`config.mk`:
```
export PLATFORM = sky130hd
export DESIGN_NAME = lcdseq_top
export DESIGN_NICKNAME = d
export VERILOG_FILES = /design/src/rtl/lcdseq_pkg.sv /design/src/rtl/lcdseq_ctrl.sv /design/src/rtl/lcdseq_datapath.sv /design/src/rtl/lcdseq_top.sv
export SDC_FILE = /design/constraint.sdc
export NUM_CORES = 1
export LEC_CHECK = 0
export ABC_AREA = 1
export BUFFER_PORTS_ARGS = -buffer_cell sky130_fd_sc_hd__buf_4
export CORE_ASPECT_RATIO = 0.75
export CORE_UTILIZATION = 53
export CTS_BUF_LIST = sky130_fd_sc_hd__clkbuf_2 sky130_fd_sc_hd__clkbuf_4 sky130_fd_sc_hd__clkbuf_8
export DETAILED_ROUTE_END_ITERATION = 10
export GPL_ROUTABILITY_DRIVEN = 1
export PLACE_DENSITY = 0.9
export SYNTH_ARGS = -nofsm -noshare
export SYNTH_HDL_FRONTEND = slang
export SYNTH_SLANG_ARGS = --single-unit
```
`constraint.sdc`:
```
create_clock -name clk -period 3.8 [get_ports clk]
set_clock_uncertainty 0.1 [all_clocks]
set_input_delay 0.76 -clock clk [delete_from_list [all_inputs] [get_ports clk]]
set_output_delay 0.76 -clock clk [all_outputs]
set_load 0.02 [all_outputs]
```
`src/rtl/lcdseq_pkg.sv`:
```
package lcdseq_pkg;
  // Strobes from control to datapath, valid for one cycle
  typedef struct packed {
    logic loadCode;
    logic dispSet;
    logic dispClr;
    logic litSet;
    logic litClr;
    logic passCmd;
  } seqStrobes_t;
endpackage

```
`src/rtl/lcdseq_ctrl.sv`:
```
module lcdseq_ctrl
  import lcdseq_pkg::*;
#(
  parameter int BUS_W = 8,
  parameter logic [BUS_W-1:0] OP_ARM      = 8'h81,
  parameter logic [BUS_W-1:0] OP_DISP_ON  = 8'hAF,
  parameter logic [BUS_W-1:0] OP_DISP_OFF = 8'hAE,
  parameter logic [BUS_W-1:0] OP_LIT_ON   = 8'hA5,
  parameter logic [BUS_W-1:0] OP_LIT_OFF  = 8'hA4
) (
  input  logic             clk,
  input  logic             rst,
  input  logic             csActive,
  input  logic             wrStrobe,
  input  logic             rdStrobe,
  input  logic             a0,
  input  logic [BUS_W-1:0] dataIn,
  output seqStrobes_t      strobes,
  output logic             armed
);
  logic wrPrev;
  logic wrEvent;
  logic cmdEvent;

  assign wrEvent  = wrStrobe && !wrPrev && csActive && !rdStrobe;
  assign cmdEvent = wrEvent && !a0;

  always_ff @(posedge clk) begin
    if (rst) begin
      wrPrev <= 1'b0;
      armed  <= 1'b0;
    end else begin
      wrPrev <= wrStrobe;
      if (cmdEvent) begin
        if (armed) armed <= 1'b0;
        else       armed <= (dataIn == OP_ARM);
      end
    end
  end

  always_comb begin
    strobes = '0;
    if (cmdEvent) begin
      if (armed)                     strobes.loadCode = 1'b1;
      else if (dataIn == OP_ARM)     strobes = '0;
      else if (dataIn == OP_DISP_ON) strobes.dispSet  = 1'b1;
      else if (dataIn == OP_DISP_OFF) strobes.dispClr = 1'b1;
      else if (dataIn == OP_LIT_ON)  strobes.litSet   = 1'b1;
      else if (dataIn == OP_LIT_OFF) strobes.litClr   = 1'b1;
      else                           strobes.passCmd  = 1'b1;
    end
  end


  armed_clear_chk: assert property (@(posedge clk) disable iff (rst)
    (armed && cmdEvent) |=> !armed);


  data_keeps_armed_chk: assert property (@(posedge clk) disable iff (rst)
    (wrEvent && a0) |=> (armed == $past(armed)));
endmodule

```
`src/rtl/lcdseq_datapath.sv`:
```
module lcdseq_datapath
  import lcdseq_pkg::*;
#(
  parameter int BUS_W = 8,
  parameter int CODE_W = 6,
  parameter logic [CODE_W-1:0] CODE_DEFAULT = 6'h20
) (
  input  logic              clk,
  input  logic              rst,
  input  seqStrobes_t       strobes,
  input  logic [BUS_W-1:0]  dataIn,
  output logic [CODE_W-1:0] contrastCode,
  output logic [CODE_W-1:0] driveLevel,
  output logic              displayOn,
  output logic              allLit,
  output logic              powerSave,
  output logic              oscEnable,
  output logic              supplyEnable,
  output logic              driversLow,
  output logic              cmdStrobe,
  output logic [BUS_W-1:0]  cmdByte
);
  localparam logic [CODE_W-1:0] CODE_MAX = '1;

  always_ff @(posedge clk) begin
    if (rst) begin
      contrastCode <= CODE_DEFAULT;
      displayOn    <= 1'b0;
      allLit       <= 1'b0;
      cmdStrobe    <= 1'b0;
      cmdByte      <= '0;
    end else begin
      if (strobes.loadCode) contrastCode <= dataIn[CODE_W-1:0];
      if (strobes.dispSet)  displayOn <= 1'b1;
      if (strobes.dispClr)  displayOn <= 1'b0;
      if (strobes.litSet)   allLit <= 1'b1;
      if (strobes.litClr)   allLit <= 1'b0;
      cmdStrobe <= strobes.passCmd;
      if (strobes.passCmd)  cmdByte <= dataIn;
    end
  end

  assign driveLevel   = CODE_MAX - contrastCode;
  assign powerSave    = !displayOn && allLit;
  assign oscEnable    = !powerSave;
  assign supplyEnable = !powerSave;
  assign driversLow   = powerSave;


  code_hold_chk: assert property (@(posedge clk) disable iff (rst)
    !strobes.loadCode |=> $stable(contrastCode));


  disp_set_chk: assert property (@(posedge clk) disable iff (rst)
    strobes.dispSet |=> displayOn);


  save_outputs_chk: assert property (@(posedge clk) disable iff (rst)
    powerSave |-> (!oscEnable && !supplyEnable && driversLow && !displayOn));
endmodule

```
`src/rtl/lcdseq_top.sv`:
```
module lcdseq_top
  import lcdseq_pkg::*;
#(
  parameter int BUS_W = 8,
  parameter int CODE_W = 6,
  parameter logic [CODE_W-1:0] CODE_DEFAULT = 6'h20
) (
  input  logic              clk,
  input  logic              rst,
  input  logic              csActive,
  input  logic              wrStrobe,
  input  logic              rdStrobe,
  input  logic              a0,
  input  logic [BUS_W-1:0]  dataIn,
  output logic [CODE_W-1:0] contrastCode,
  output logic [CODE_W-1:0] driveLevel,
  output logic              displayOn,
  output logic              allLit,
  output logic              powerSave,
  output logic              oscEnable,
  output logic              supplyEnable,
  output logic              driversLow,
  output logic              cmdStrobe,
  output logic [BUS_W-1:0]  cmdByte
);
  seqStrobes_t strobes;
  logic        armedSig;

  lcdseq_ctrl #(.BUS_W(BUS_W)) ctrlInst (
    .clk(clk), .rst(rst), .csActive(csActive), .wrStrobe(wrStrobe),
    .rdStrobe(rdStrobe), .a0(a0), .dataIn(dataIn),
    .strobes(strobes), .armed(armedSig)
  );

  lcdseq_datapath #(.BUS_W(BUS_W), .CODE_W(CODE_W), .CODE_DEFAULT(CODE_DEFAULT)) dpInst (
    .clk(clk), .rst(rst), .strobes(strobes), .dataIn(dataIn),
    .contrastCode(contrastCode), .driveLevel(driveLevel),
    .displayOn(displayOn), .allLit(allLit), .powerSave(powerSave),
    .oscEnable(oscEnable), .supplyEnable(supplyEnable), .driversLow(driversLow),
    .cmdStrobe(cmdStrobe), .cmdByte(cmdByte)
  );


  no_pass_when_armed_chk: assert property (@(posedge clk) disable iff (rst)
    cmdStrobe |-> !$past(armedSig));
endmodule

```
# --- After elaboration in Yosys (flattened, before gate mapping) ---
# Index checks and enable logic that the tools add are counted.
classes:
  add_sub_neg: 1
  n_eq_ne: 5
  mux: 13
  n_reduce_logical: 12
ops:
  columns: ["op", "n"]
  rows:
  - ["equality test 8 bit (second input constant)", 5]
  - ["two-way mux 5 bit", 2]
  - ["two-way mux 1 bit", 7]
  - ["two-way mux 6 bit", 1]
  - ["subtractor 6 bit (first input constant)", 1]
  - ["logical AND 1 bit", 5]
  - ["logical NOT 1 bit", 5]
  - ["two-way mux 4 bit", 1]
  - ["OR reduction 2 bit", 2]
  - ["two-way mux 3 bit", 1]
  - ["two-way mux 2 bit", 1]
word_totals:
  regBits: 19

# --- Depth between registers and ports, before layout ---
# Gate-level depths: netlist of run 1.
logic_depth:
  ltp_word: 9
  ltp_mapped: 9

# --- Hierarchy ---
# From an unflattened synthesis of run 1, not the netlist that was laid out.
unflattened:
  hier_cells: 160
  area_unflattened_um2: 1013.5
by_module_without_submodules:
  columns: ["module", "instances", "cells_each", "area_each_um2", "seq_area_each_um2"]
  rows:
  - ["lcdseq_datapath", 1, 103, 726.9, 340.3]
  - ["lcdseq_ctrl", 1, 57, 286.5, 40.0]

# --- Worst setup path before layout of run 1 ---
# No wires, ideal clock.
synth_timing:
  kind: "reg2out"
  startpoint: "register dpInst.allLit"
  endpoint: "output port supplyEnable"
  arrival_ps: 1275
  setup_slack_ps: 1665
  stages_incl_launch_ff: 5
  n_path_buf: 1
  cell_sequence: "dfxtp_1 inv_1 nor2_1 inv_1 buf_4"
synth_via:
  elab_chain_len: 2
synth_lines:
  columns: ["item", "line", "rtl"]
  rows:
  - ["from (decl)", "lcdseq_datapath.sv:15", "output logic allLit,"]
  - ["from (signal assigned)", "lcdseq_datapath.sv:29", "allLit <= 1'b0;"]
  - ["from (signal assigned)", "lcdseq_datapath.sv:36", "if (strobes.litSet) allLit <= 1'b1;"]
  - ["from (signal assigned)", "lcdseq_datapath.sv:37", "if (strobes.litClr) allLit <= 1'b0;"]
  - ["logical AND 1 bit", "lcdseq_datapath.sv:44", "assign powerSave = !displayOn && allLit;"]
  - ["via driversLow", "lcdseq_top.sv:22", "output logic driversLow,"]
  - ["logical NOT 1 bit", null, null]
  - ["to (decl)", "lcdseq_top.sv:21", "output logic supplyEnable,"]
# The timed path passes the listed nets, and every way through them passes these cells.

# --- Final worst setup path of run 1 ---
layout_timing:
  startpoint: "register dpInst.allLit"
  endpoint: "output port supplyEnable"
layout_via:
  elab_chain_len: 2
layout_lines:
  columns: ["item", "line", "rtl"]
  rows:
  - ["logical AND 1 bit", "lcdseq_datapath.sv:44", null]
  - ["logical NOT 1 bit", "lcdseq_datapath.sv:46", "assign supplyEnable = !powerSave;"]
# Every way passes these cells.

==> results.py, run 1 <==
metrics = {
    "status": {
        "status": "completed",
    },
    "synth": {
        "avgSynthCellArea_um2": 7.04,
        "synth_cells": 144,
        "synth.cell_area_um2": 1010,
        "synth_warnings": 0,
        "ys_seq_area_share_pct": 37.5,
        "yosys_register_bits": 19,
        "ys_types": 22,
        "synthesis.nets": 158,
    },
    "die": {
        "die_area_um2": 2090,
        "core_um2": 1760,
        "initial_core_util_pct": 57.7,
        "std_cell_rows": 13,
        "dieWidth_um": 52.5,
        "die_h_um": 39.9,
        "pin_count": 41,
    },
    "layout": {
        "drive_gt1_share_pct": 35.3,
        "layout_commonest_cell": "buf_4",
        "syn_to_final_growth_pct": 31.6,
        "mostFrequentLayoutCells": "40 x buf_4, 27 x nor2_1, 27 x nand2_1",
        "final_util_pct": 75.9,
        "fin_cells": 206,
        "n_fill_cell": 150,
        "nets": 199,
        "antennaDiodeCount": 0,
    },
    "power": {
        "p_total_mw": 0.366,
        "max-vdd-ir-drop_v": 0.000195,
        "p_per_area_nw_per_um2": 275,
        "leakage_nw": 0.672,
    },
    "setup_path": {
        "reg2reg_slack_ps": 2400,
        "required_ps": 2940,
        "critPathKind": "register to primary output",
        "timing.rr.end": "dpInst.cmdByte[1]",
        "path_common_cell": "inv_1",
        "cp_slowest_cell": "dfxtp_1",
        "cp.depth": 4,
        "start_kind": "register",
        "crit_buf_inv": 3,
        "path_max_fanout": 3,
        "critPathLaunch": "dpInst.allLit",
        "r2r_start": "ctrlInst.wrPrev",
        "ff2ff_path_depth": 6,
        "worstPathCellList": "inv_1 -> nor2_1 -> inv_1 -> buf_4",
        "crit_family": "flip-flops",
        "critPathArrivalTime_ps": 1070,
        "crit_end": "supplyEnable",
        "endpoint_kind": "primary output",
        "slowest_delay_ps": 350,
    },
    "global_route": {
        "grt_max_degree": 18,
        "grtUsageMet3_pct": 8.53,
        "overflow": 0,
        "antenna_found_initial": 0,
        "grt_pass1_vias": 878,
        "met2_usage_pct": 47.8,
        "top_usage_layer": "met2",
        "grt.total_usage_pct": 25.4,
        "grt_pass1_wl_um": 3680,
        "met1_usage_pct": 27.9,
    },
    "clock_network": {
        "ctsHoldBuffers": 0,
        "htreeDepth": 1,
        "clockBufferDepth": 2,
        "root_buffer": "clkbuf_4",
        "cts_resized": 0,
        "post_cts_buffers": 0,
        "cts_tree": "done",
        "clk_pin_slew_ps": 110,
        "clkSinkCount": 19,
        "clock_latency_ps": 300,
        "numCtsBuffers": 3,
    },
    "placed_design": {
        "place_inst": 202,
        "dp_hpwl_um": 1880,
        "gp_routability_congestion": 0.828,
        "port_buffers": 40,
    },
    "routing": {
        "wire_per_inst_um": 11.5,
        "ant_nets": 0,
        "drc": 0,
        "dr.pass1.iters": 4,
        "vias_per_cell": 4.94,
        "num_vias": 1017,
        "drt_wl_total_um": 2370,
        "drt_iter0_drc": 44,
    },
    "sta": {
        "final-max-slew-violation-count": 0,
        "finalSetupTns_ps": 0,
        "fmax_ghz": 0.518,
        "holdWs_ps": 387,
        "max_slew_margin_pct": 69.4,
        "rsz0062_at_grt": "no",
        "finalSetupViolCount": 0,
        "period_share_pct": 50.8,
        "period_needed_ps": 1930,
        "tightest_slew_ps": 458,
        "hold_viol": 0,
    },
    "min_path": {
        "whs_path_depth": 2,
        "hold_path.class": "register to register",
    },
    "run": {
        "drv_cap": 0,
    },
}
==> how the worst min path moves through the flow <==
stage / to / slack, ps / from
floorplan: ctrlInst.armed / 400 / ctrlInst.armed
global placement: dpInst.contrastCode[0] / 360 / dpInst.contrastCode[0]
detailed placement: dpInst.contrastCode[3] / 370 / dpInst.contrastCode[3]
CTS: dpInst.contrastCode[1] / 390 / dpInst.contrastCode[1]
global route: dpInst.contrastCode[0] / 420 / dpInst.contrastCode[0]
finish: dpInst.contrastCode[0] / 390 / dpInst.contrastCode[0]
==> flip-flops by register name, indices dropped and copies added (netlist names) <==
name	flops
dpInst.contrastCode	6
dpInst.cmdStrobe	1
dpInst.displayOn	1
dpInst.allLit	1
ctrlInst.wrPrev	1
ctrlInst.armed	1
dpInst.cmdByte	8
==> cells by family (layout without fill, tap and decap cells) <==
group                  Yosys count  in the layout  share of synthesized area [%]
AO/OA/AOI/OAI                   16             16                           8.27
buffers and inverters           27             67                           12.2
flip-flops                      19             19                           37.5
AND/OR/NAND/NOR                 82             82                           42.0
==> tightest hold or removal path, cell delays in order, from the launching register on <==
cell and delay, ps:
dfxtp_1 330, inv_1 70, a21oi_1 60
==> metrics by stage <==
stage	worst slack, ps	area (um2)
2_1_floorplan	1670	1010
3_3_place_gp	1880	1300
3_5_place_dp	1830	1300
4_1_cts	1860	1330
5_1_grt	1760	1330
6_report	1870	1330
==> routing by layer <==
layer	vias to the layer above	routed length [um]
met5	-	0
met2	51	1170
li1	523	-
met3	2	193
met4	0	13
met1	441	991
==> power by group <==
group	switching [mW]	internal, mW
Clock	0.0635	0.0481
Sequential	0.00171	0.202
Combinational	0.0298	0.0209
Total	0.0950	0.271
==> synthesized netlist by cell type (all sizes together) <==
library cell  number  area, um2
and3               1       6.26
inv               23       86.3
dfxtp             19        380
buf                4       37.5
nand2             34        150
o21ai              8       40.0
o211ai             1       7.51
nor3b              1       12.5
a31oi              1       6.26
nand3             11       67.6
nor3               1       5.00
a21oi              6       30.0
nor2              34        184
==> final cells by class <==
class,instances,area [um2],area share (%)
clock buffers,4,30.0,2.25
inverters,23,86.3,6.47
multi-input cells,98,509,38.2
flip-flops and latches,19,380,28.5
well taps,22,27.5,2.06
repair buffers,40,300,22.5
Note: power is estimated with default switching activity, not from simulation.
==> run 2, diff against run 1 <==
Settings changed: ABC_AREA 1 to 0, CORE_UTILIZATION 53 to 49, PLACE_DENSITY 0.9 to 0.84.
Clock period 3.8 ns to 1.9 ns, I/O delays scaled along.
==> results.py, run 2 <==
metrics = {
    "routing": {
        "drt_wl_total_um": 2570,
        "num_vias": 1035,
        "drt_iter0_drc": 30,
        "wire_per_inst_um": 14.0,
        "vias_per_cell": 5.66,
        "dr.pass1.iters": 4,
        "ant_nets": 0,
        "drc": 0,
    },
    "synth": {
        "synth-edff-count": 0,
        "synth_top_cell_by_area": "dfxtp_1",
        "synthXorXnorAreaFrac_pct": 0,
        "async_flop_share_pct": 0,
        "synth.area.top_cells": "dfxtp_1 38%, mux2i_1 7.0%, nand2_1 5.3%",
        "synth_common_cells": "19 x dfxtp_1, 14 x nand2_1, 13 x nor2_1, 8 x inv_1",
        "synth.cell_area_um2": 996,
        "synth_cells": 120,
        "synth_warnings": 0,
        "synth.most_common_cell": "dfxtp_1",
        "synth.top_cell.area_share_pct": 38.2,
        "synth_flop_cell": "dfxtp_1",
        "ys_types": 31,
        "ys_seq_area_share_pct": 38.2,
        "avgSynthCellArea_um2": 8.30,
        "synth_mux_area_share_pct": 7.04,
        "synthesis.nets": 134,
        "synth_fa_ha_area_share_pct": 0,
        "synth-simple-area-share_pct": 32.8,
        "synth_compound_area_share_pct": 14.3,
        "yosys_register_bits": 19,
        "synth_top_family_by_area": "simple AND/OR/NAND/NOR gates",
    },
    "setup_path": {
        "path_max_fanout": 6,
        "critPathArrivalTime_ps": 1710,
        "ff2ff_path_depth": 4,
        "timing.rr.end": "dpInst.contrastCode[5]",
        "endpoint_kind": "register",
        "reg2reg_slack_ps": 290,
        "r2r_start": "ctrlInst.wrPrev",
        "required_ps": 2000,
        "critPathKind": "register to register",
        "start_kind": "register",
    },
    "layout": {
        "design_area_um2": 1340,
        "nets": 176,
        "drive_gt1_share_pct": 34.2,
        "mostFrequentLayoutCells": "45 x buf_4, 19 x dfxtp_1, 14 x nand2_1",
        "syn_to_final_growth_pct": 34.8,
        "antennaDiodeCount": 0,
        "largest-register": "dpInst.cmdByte",
        "seq_area_um2": 380,
        "top_regs": "dpInst.cmdByte: 8 flops, dpInst.contrastCode: 6 flops",
        "multi_input_area_um2": 539,
        "final_util_pct": 73.7,
        "largest_reg_flops": 8,
        "n_fill_cell": 149,
        "fin_cells": 183,
        "layout_commonest_cell": "buf_4",
    },
    "global_route": {
        "grtUsageMet3_pct": 7.78,
        "met1_usage_pct": 34.2,
        "grt.total_usage_pct": 26.8,
        "overflow": 0,
        "grt_pass1_wl_um": 4010,
        "antenna_found_initial": 0,
        "grt_pass1_vias": 849,
        "met2_usage_pct": 43.5,
        "grt_max_degree": 17,
        "top_usage_layer": "met2",
    },
    "clock_network": {
        "numCtsBuffers": 3,
        "clockBufferDepth": 2,
        "post_cts_buffers": 0,
        "htreeDepth": 1,
        "clkSinkCount": 19,
        "cts_tree": "done",
        "cts_resized": 0,
        "ctsHoldBuffers": 0,
        "root_buffer": "clkbuf_4",
        "clock_latency_ps": 300,
        "clk_pin_slew_ps": 120,
    },
    "placed_design": {
        "dp_hpwl_um": 1920,
        "placed_area_um2": 1320,
        "gp_routability_congestion": 0.772,
        "dp_slack_ps": 97.4,
        "port_buffers": 40,
        "place_inst": 179,
    },
    "min_path": {
        "hold_path.class": "primary input to register",
        "min_from": "dataIn[5]",
        "holdPathEnd": "dpInst.contrastCode[5]",
        "whs_path_depth": 3,
    },
    "die": {
        "dieWidth_um": 54.1,
        "pin_count": 41,
        "core_um2": 1820,
        "die_h_um": 41.0,
        "die_area_um2": 2220,
        "initial_core_util_pct": 54.7,
        "std_cell_rows": 13,
    },
    "sta": {
        "rsz0062_at_grt": "no",
        "final-max-slew-violation-count": 0,
        "period_needed_ps": 1610,
        "fin_ws_ps": 291,
        "holdWs_ps": 217,
        "finalSetupViolCount": 0,
        "hold_viol": 0,
        "max_slew_margin_pct": 71.9,
        "finalSetupTns_ps": 0,
        "period_share_pct": 84.7,
        "tightest_slew_ps": 421,
        "fmax_ghz": 0.621,
    },
    "power": {
        "leakage_nw": 0.593,
        "p_per_area_nw_per_um2": 545,
        "max-vdd-ir-drop_v": 0.000467,
        "p_total_mw": 0.731,
    },
    "status": {
        "status": "completed",
    },
    "run": {
        "drv_cap": 0,
    },
}
run 2: changes by cell type in the layout (fill, tap and decap cells not counted), moves of 7 or more:
cell,before,now
inv_1,18,8
nor2_1,27,13
nand2_1,27,14
nand3_1,10,1
mux2i_1,0,7
run 2: power breakdown:
part	internal [mW]	total, mW	switching, mW	leakage [nW]
clock	0.0788	0.214	0.135	0.0177
combinational	0.0466	0.109	0.0626	0.422
sequential	0.404	0.408	0.00390	0.154
run 2: cell families (layout without fill, tap and decap cells):
group / count (synthesis) / after routing
flip-flops: 19 / 19
AO/OA/AOI/OAI: 19 / 19
multiplexers: 7 / 7
buffers and inverters: 16 / 57
AND/OR/NAND/NOR: 59 / 59
run 2: layer usage:
| layer | share of wire [%] | vias to the layer above |
|---|---|---|
| li1 | - | 518 |
| met1 | 44 | 475 |
| met2 | 47 | 38 |
| met3 | 7.0 | 4 |
| met4 | 1.2 | 0 |
| met5 | 0 | - |
run 2: area by class of cell:
class                   count  share of cell area (%)
clock buffers               3                    1.68
clock inverters             1                   0.373
inverters                   8                    2.24
multi-input cells          85                    40.2
flip-flops and latches     19                    28.3
well taps                  22                    2.05
repair buffers             45                    25.2
run 2: worst max-delay path by stage:
| stage | depth (start not counted) | to | start | slack, ps |
|---|---|---|---|---|
| 4_1_cts | 4 | dpInst.contrastCode[5] | ctrlInst.wrPrev | 280 |
| 3_5_place_dp | 5 | dpInst.contrastCode[5] | rdStrobe | 100 |
| 3_3_place_gp | 5 | dpInst.contrastCode[5] | rdStrobe | 140 |
| 6_report | 4 | dpInst.contrastCode[5] | ctrlInst.wrPrev | 290 |
| 2_1_floorplan | 5 | dpInst.contrastCode[5] | rdStrobe | 230 |
| 5_1_grt | 4 | dpInst.cmdByte[0] | ctrlInst.armed | 190 |
run 2: critical path: stages (launching register included):
cell,delay [ps]
dfxtp_1,320
or2_1,240
or4b_4,600
mux2i_1,180
nand2_1,60
